===== src/rtl/iagg_pkg.sv =====
package iagg_pkg;

  // Each port carries two status registers.
  localparam int REGS_PER_PORT = 2;

  // Host address map.
  localparam logic [7:0] ADDR_STAT_BASE = 8'h10;
  localparam logic [7:0] ADDR_MASK_BASE = 8'h18;
  localparam logic [7:0] ADDR_SUM_0     = 8'h0C;
  localparam logic [7:0] ADDR_SUM_1     = 8'h0D;
  localparam logic [7:0] ADDR_SUM_2     = 8'h0E;

  typedef enum logic [1:0] {
    ACC_NONE = 2'd0,
    ACC_STAT = 2'd1,
    ACC_MASK = 2'd2,
    ACC_SUM  = 2'd3
  } acc_kind_e;

  typedef struct packed {
    acc_kind_e  kind;
    logic [0:0] reg_idx;
  } acc_dec_t;

  function automatic acc_dec_t decode_addr(input logic [7:0] a);
    acc_dec_t d;
    d.kind    = ACC_NONE;
    d.reg_idx = 1'b0;
    if (a == ADDR_SUM_0 || a == ADDR_SUM_1 || a == ADDR_SUM_2) begin
      d.kind = ACC_SUM;
    end else if (a[7:1] == ADDR_STAT_BASE[7:1]) begin
      d.kind    = ACC_STAT;
      d.reg_idx = a[0];
    end else if (a[7:1] == ADDR_MASK_BASE[7:1]) begin
      d.kind    = ACC_MASK;
      d.reg_idx = a[0];
    end
    return d;
  endfunction

endpackage


===== src/rtl/iagg_src_bank.sv =====
// One status register: per-bit source kind, latch with set-over-clear,
// enable mask and pending flag.
module iagg_src_bank #(
  parameter int SW = 8,
  parameter logic [SW-1:0] ONESHOT_BITS = 8'hF0
) (
  input  logic          clk_i,
  input  logic          rst_i,
  input  logic [SW-1:0] evt_i,
  input  logic          rd_clr_i,
  input  logic          mask_we_i,
  input  logic [SW-1:0] mask_wdata_i,
  output logic [SW-1:0] status_o,
  output logic [SW-1:0] mask_o,
  output logic          pend_o
);

  logic [SW-1:0] prev_q;
  logic [SW-1:0] stat_q;
  logic [SW-1:0] mask_q;
  logic [SW-1:0] set_v;

  // Per-bit choice of source kind.
  for (genvar b = 0; b < SW; b++) begin : g_kind
    if (ONESHOT_BITS[b]) begin : g_edge
      assign set_v[b] = evt_i[b] & ~prev_q[b];
    end else begin : g_level
      assign set_v[b] = evt_i[b];
    end
  end

  always_ff @(posedge clk_i) begin
    if (rst_i) begin
      prev_q <= '0;
      stat_q <= '0;
      mask_q <= '0;
    end else begin
      prev_q <= evt_i;
      // A new set wins over a clearing read at the same edge.
      stat_q <= (rd_clr_i ? '0 : stat_q) | set_v;
      if (mask_we_i) begin
        mask_q <= mask_wdata_i;
      end
    end
  end

  assign status_o = stat_q;
  assign mask_o   = mask_q;
  assign pend_o   = |(stat_q & mask_q);

endmodule


===== src/rtl/iagg_host_dec.sv =====
// Turns a host access into per-register clear and mask-write strobes.
module iagg_host_dec #(
  parameter int NP    = 4,
  parameter int SEL_W = 2,
  localparam int NREG = NP * iagg_pkg::REGS_PER_PORT
) (
  input  logic [SEL_W-1:0] sel_i,
  input  logic [7:0]       addr_i,
  input  logic             rd_i,
  input  logic             wr_i,
  output logic [NREG-1:0]  rd_clr_o,
  output logic [NREG-1:0]  mask_we_o
);
  import iagg_pkg::*;

  acc_dec_t dec;
  assign dec = decode_addr(addr_i);

  for (genvar p = 0; p < NP; p++) begin : g_port
    for (genvar r = 0; r < REGS_PER_PORT; r++) begin : g_reg
      localparam int U = p * REGS_PER_PORT + r;
      logic hit;
      assign hit = (sel_i == SEL_W'(p)) && (dec.reg_idx == 1'(r));
      assign rd_clr_o[U]  = rd_i && hit && (dec.kind == ACC_STAT);
      assign mask_we_o[U] = wr_i && hit && (dec.kind == ACC_MASK);
    end
  end

endmodule


===== src/rtl/iagg_rd_mux.sv =====
// Selects the read word and registers it.
module iagg_rd_mux #(
  parameter int NP    = 4,
  parameter int SW    = 8,
  parameter int SEL_W = 2,
  localparam int NREG  = NP * iagg_pkg::REGS_PER_PORT,
  localparam int IDX_W = SEL_W + 1
) (
  input  logic                     clk_i,
  input  logic                     rst_i,
  input  logic                     rd_i,
  input  logic [SEL_W-1:0]         sel_i,
  input  logic [7:0]               addr_i,
  input  logic [NREG-1:0][SW-1:0]  stat_i,
  input  logic [NREG-1:0][SW-1:0]  mask_i,
  input  logic [NREG-1:0]          pend_i,
  output logic [SW-1:0]            rdata_o
);
  import iagg_pkg::*;

  acc_dec_t         dec;
  logic [IDX_W-1:0] idx;
  logic [SW-1:0]    sum_word;
  logic [SW-1:0]    rd_word;
  logic [SW-1:0]    rdata_q;

  always_comb begin
    sum_word = '0;
    for (int i = 0; i < NREG && i < SW; i++) begin
      sum_word[i] = pend_i[i];
    end
  end

  always_comb begin
    dec     = decode_addr(addr_i);
    idx     = {sel_i, dec.reg_idx};
    rd_word = '0;
    unique case (dec.kind)
      ACC_STAT: if (int'(idx) < NREG) rd_word = stat_i[idx];
      ACC_MASK: if (int'(idx) < NREG) rd_word = mask_i[idx];
      ACC_SUM:  rd_word = sum_word;
      default:  rd_word = '0;
    endcase
  end

  always_ff @(posedge clk_i) begin
    if (rst_i) begin
      rdata_q <= '0;
    end else if (rd_i) begin
      rdata_q <= rd_word;
    end
  end

  assign rdata_o = rdata_q;

endmodule


===== src/rtl/quad_evt_irq_agg.sv =====
module quad_evt_irq_agg #(
  parameter int NP = 4,
  parameter int SW = 8,
  parameter logic [SW-1:0] ONESHOT_BITS = 8'hF0,
  localparam int NREG  = NP * iagg_pkg::REGS_PER_PORT,
  localparam int SEL_W = (NP > 1) ? $clog2(NP) : 1
) (
  input  logic               clk_i,
  input  logic               rst_i,
  input  logic [NREG*SW-1:0] evt_i,
  input  logic [SEL_W-1:0]   host_sel_i,
  input  logic [7:0]         host_addr_i,
  input  logic               host_wr_i,
  input  logic [SW-1:0]      host_wdata_i,
  input  logic               host_rd_i,
  output logic [SW-1:0]      host_rdata_o,
  output logic               int_n_o
);

  logic [NREG-1:0]          rd_clr;
  logic [NREG-1:0]          mask_we;
  logic [NREG-1:0][SW-1:0]  stat_arr;
  logic [NREG-1:0][SW-1:0]  mask_arr;
  logic [NREG-1:0]          pend_vec;
  logic [NREG*SW-1:0]       status_flat;
  logic                     int_n_q;

  iagg_host_dec #(.NP(NP), .SEL_W(SEL_W)) u_dec (
    .sel_i     (host_sel_i),
    .addr_i    (host_addr_i),
    .rd_i      (host_rd_i),
    .wr_i      (host_wr_i),
    .rd_clr_o  (rd_clr),
    .mask_we_o (mask_we)
  );

  for (genvar u = 0; u < NREG; u++) begin : g_bank
    iagg_src_bank #(.SW(SW), .ONESHOT_BITS(ONESHOT_BITS)) u_bank (
      .clk_i        (clk_i),
      .rst_i        (rst_i),
      .evt_i        (evt_i[u*SW +: SW]),
      .rd_clr_i     (rd_clr[u]),
      .mask_we_i    (mask_we[u]),
      .mask_wdata_i (host_wdata_i),
      .status_o     (stat_arr[u]),
      .mask_o       (mask_arr[u]),
      .pend_o       (pend_vec[u])
    );
    assign status_flat[u*SW +: SW] = stat_arr[u];
  end

  iagg_rd_mux #(.NP(NP), .SW(SW), .SEL_W(SEL_W)) u_mux (
    .clk_i   (clk_i),
    .rst_i   (rst_i),
    .rd_i    (host_rd_i),
    .sel_i   (host_sel_i),
    .addr_i  (host_addr_i),
    .stat_i  (stat_arr),
    .mask_i  (mask_arr),
    .pend_i  (pend_vec),
    .rdata_o (host_rdata_o)
  );

  // Registered active-low interrupt.
  always_ff @(posedge clk_i) begin
    if (rst_i) begin
      int_n_q <= 1'b1;
    end else begin
      int_n_q <= ~|pend_vec;
    end
  end

  assign int_n_o = int_n_q;

endmodule


===== config.mk =====
export PLATFORM = sky130hd
export DESIGN_NAME = quad_evt_irq_agg
export DESIGN_NICKNAME = d
export VERILOG_FILES = /design/src/rtl/iagg_pkg.sv /design/src/rtl/iagg_src_bank.sv /design/src/rtl/iagg_host_dec.sv /design/src/rtl/iagg_rd_mux.sv /design/src/rtl/quad_evt_irq_agg.sv
export SDC_FILE = /design/constraint.sdc
export NUM_CORES = 1
export LEC_CHECK = 0
export BUFFER_PORTS_ARGS = -buffer_cell sky130_fd_sc_hd__buf_2
export CAP_MARGIN = 20
export CELL_PAD_IN_SITES_DETAIL_PLACEMENT = 1
export CELL_PAD_IN_SITES_GLOBAL_PLACEMENT = 2
export CORE_ASPECT_RATIO = 1.25
export CORE_MARGIN = 3
export CORE_UTILIZATION = 37
export CTS_CLUSTER_DIAMETER = 40
export DETAILED_ROUTE_END_ITERATION = 8
export PLACE_DENSITY = 0.82
export SYNTH_ARGS = -nofsm -noshare
export SYNTH_HDL_FRONTEND = slang
export SYNTH_HIERARCHICAL = 1
export SYNTH_SLANG_ARGS = --single-unit

===== constraint.sdc =====
create_clock -name clk_i -period 2.7 [get_ports clk_i]
set_input_delay 0.54 -clock clk_i [delete_from_list [all_inputs] [get_ports clk_i]]
set_output_delay 0.54 -clock clk_i [all_outputs]
set_load 0.1 [all_outputs]

==> impl_metrics.py <==
metrics = {
    "critical_path": {
        "critPathCaptureType": "register",
        "path_class": "input pin to register",
        "cp_max_fo": 6,
        "cp.required_ns": 2.98,
        "crit_end": "u_mux/rdata_o[6]$_SDFFE_PP0P_",
        "rr_worst_depth": 5,
        "critPathLaunchType": "input pin",
        "worstReg2RegStart": "g_bank[6].u_bank/status_o[5]$_SDFF_PP0_",
        "reg2reg_setup_slack_ns": 0.90,
        "crit_path_start": "host_addr_i[1]",
        "r2r-end": "u_mux/rdata_o[6]$_SDFFE_PP0P_",
        "arrival_ns": 2.34,
    },
    "yosys": {
        "yosysMostFrequentCell": "dfxtp_1",
        "synth.area.top_cells": "dfxtp_1 (43%), mux2i_1 (9.1%), nand2b_1 (7.9%)",
        "ys_warn_count": 6,
        "syn_nets": 869,
        "synth_edf_count": 0,
        "avgSynthCellArea_um2": 10.0,
        "async_flop_share": 0,
        "synth_cells": 783,
        "yosysTopAreaCell": "dfxtp_1",
        "ys_ff_latch": 169,
        "yosys-top-cells-count": "dfxtp_1 (169), nand2b_1 (99), a21oi_1 (77)",
        "netlist_area_um2": 7850,
        "synth.distinct_cells": 54,
        "synth.top_cell.area_share": 0.431,
        "seq_area_frac_synth": 0.431,
        "synth_top_flop_cell": "dfxtp_1",
    },
    "timing": {
        "slew_violations": 0,
        "rsz0062_at_grt": "false",
        "fin_ws_ns": 0.640,
        "slew_headroom": 0.659,
        "finClkSkew_ns": 0.0185,
        "fmaxAchievable_mhz": 485,
        "setup_viol": 0,
        "finalHoldViolCount": 0,
        "min_period_ns": 2.06,
        "whs_ns": 0.326,
        "tightest_slew_ns": 0.511,
        "tns_ns": 0,
        "post-route-period-util": 0.763,
    },
    "finish": {
        "drive_gt1_frac": 0.238,
        "antennaDiodeCount": 0,
        "final_util": 0.453,
        "fin_nets": 974,
        "syn_to_final_growth_pct": 18.1,
    },
    "clock_tree": {
        "cts_tree": "yes",
        "cts_resized": 0,
        "clkTransAtPathRegs_ns": 0.06,
        "clockBufferDepth": 2,
        "cts_setup_buffers": 0,
        "root_buffer": "clkbuf_16",
        "cts_sinks": 169,
        "ctsHoldBuffers": 0,
        "htreeDepth": 4,
        "clk_latency_ns": 0.44,
        "cts_buffers": 17,
    },
    "global_routing": {
        "grt_pass1_wl_um": 37200,
        "overflow": 0,
        "grt_max_degree": 86,
        "grt_pass1_vias": 6557,
        "antenna_found_initial": 1,
        "gr-usage-all-layers": 0.213,
    },
    "floorplan": {
        "io_pins": 95,
        "start_util": 0.384,
        "rows": 58,
        "die_area_um2": 23000,
        "die-width_um": 136,
        "die_y_um": 169,
        "core_area_um2": 20500,
    },
    "power_and_ir_drop": {
        "power_frac_seq": 0.486,
        "p_leak_uw": 0.00358,
        "p_per_area_nw_per_um2": 599,
        "p_int_uw": 4210,
        "switching_share": 0.242,
        "p_switching_uw": 1350,
        "p_clk_frac": 0.433,
        "irDropWorstVdd_mv": 0.428,
        "pwr-share-comb": 0.081,
    },
    "job": {
        "drv_cap": 0,
    },
    "placed_design": {
        "portBuffers": 94,
        "dp_slack_ns": 0.201,
        "gp_congestion": 0.905,
        "post-dp-hpwl_um": 18000,
    },
    "drt": {
        "dr.first_iter.drc_count": 471,
        "vias": 6362,
        "wirelength_um": 24000,
        "wl_per_cell_um": 20.5,
        "ant_nets": 0,
        "route.detailed.drc": 0,
        "drtPass1Iterations": 5,
        "post_drt_via_cell_ratio": 5.43,
    },
    "worst_hold_path": {
        "min_path_type": "input pin to register",
    },
    "run_status": {
        "outcome": "finished clean",
    },
}
[kinds of logic after synthesis]
family | Yosys count | share of synthesized area
AOI/OAI and AO/OA | 140 | 0.116
muxes | 104 | 0.175
buffers and inverters | 80 | 0.0548
and+or+nand+nor | 290 | 0.223
DFF | 169 | 0.431
[cell type report]
cell class	instances	area [um2]
Multi-Input combinational cell	534	4060
Timing Repair Buffer	129	773
Clock inverter	10	119
Tap cell	270	338
Clock buffer	22	464
Fill cell	2350	11200
Sequential cell	169	3380
Inverter	37	139
[stage by stage]
step / cells / area (um2) / total power [uW]
4_1_cts: 1171 / 9270 / 5610
5_1_grt: 1171 / 9270 / 5780
6_report: 1171 / 9270 / 5560
2_1_floorplan: 783 / 7850 / 2970
3_3_place_gp: 1139 / 8690 / 3190
3_5_place_dp: 1139 / 8690 / 3200
[worst max-delay path: stages]
cell	delay [ns]
buf_2	0.13
nor4b_4	0.28
and3_1	0.47
buf_4	0.22
mux4_2	0.28
a221oi_1	0.33
a2111oi_2	0.09
[power groups by stage]
stage	Combinational (uW)	Clock, uW	Sequential (uW)
2_1_floorplan	276	0	2690
3_3_place_gp	442	0	2750
3_5_place_dp	451	0	2750
4_1_cts	453	2460	2700
5_1_grt	503	2570	2710
6_report	451	2410	2700
[cells in the final DEF (no fill, tap or decap), types with 4 or more instances in the layout]
cell,n
nand2b_1,99
nand4_1,11
nor2_1,74
clkbuf_16,17
nand4b_1,4
buf_2,93
nor4_2,13
a21oi_1,77
and3_1,6
nor2b_1,43
mux4_2,26
a22oi_1,34
clkinv_4,4
nor4_1,6
o221a_1,6
nand3_1,5
a211oi_1,6
o221ai_1,4
dfxtp_1,169
mux2i_1,71
nor3_1,8
mux2_2,6
buf_4,33
inv_1,37
[per-layer routing]
layer	global-route usage	share of wire	up-vias
li1	-	-	3003
met1	0.287	0.44	3124
met2	0.346	0.48	199
met3	0.0401	0.061	34
met4	0.0671	0.020	2
met5	0	0.00054	-
[flip-flops by register name, indices dropped and copies added (netlist names)]
register,flops
g_bank.u_bank/mask_o,64
int_n_o,1
g_bank.u_bank/prev_q,32
g_bank.u_bank/status_o,64
u_mux/rdata_o,8
[worst min path at each step]
stage / depth (start not counted) / startpoint / slack (ns) / to
final: 2 / evt_i[5] / 0.33 / g_bank[0].u_bank/prev_q[5]$_SDFF_PP0_
after global placement: 2 / g_bank[2].u_bank/prev_q[7]$_SDFF_PP0_ / 0.47 / g_bank[2].u_bank/status_o[7]$_SDFF_PP0_
after detailed placement: 2 / g_bank[6].u_bank/prev_q[4]$_SDFF_PP0_ / 0.47 / g_bank[6].u_bank/status_o[4]$_SDFF_PP0_
after global routing: 3 / evt_i[17] / 0.33 / g_bank[2].u_bank/status_o[1]$_SDFF_PP0_
after floorplan: 2 / g_bank[2].u_bank/status_o[7]$_SDFF_PP0_ / 0.46 / g_bank[2].u_bank/status_o[7]$_SDFF_PP0_
after CTS: 2 / evt_i[30] / 0.32 / g_bank[3].u_bank/prev_q[6]$_SDFF_PP0_
Note: power is estimated with default switching activity, not from simulation.
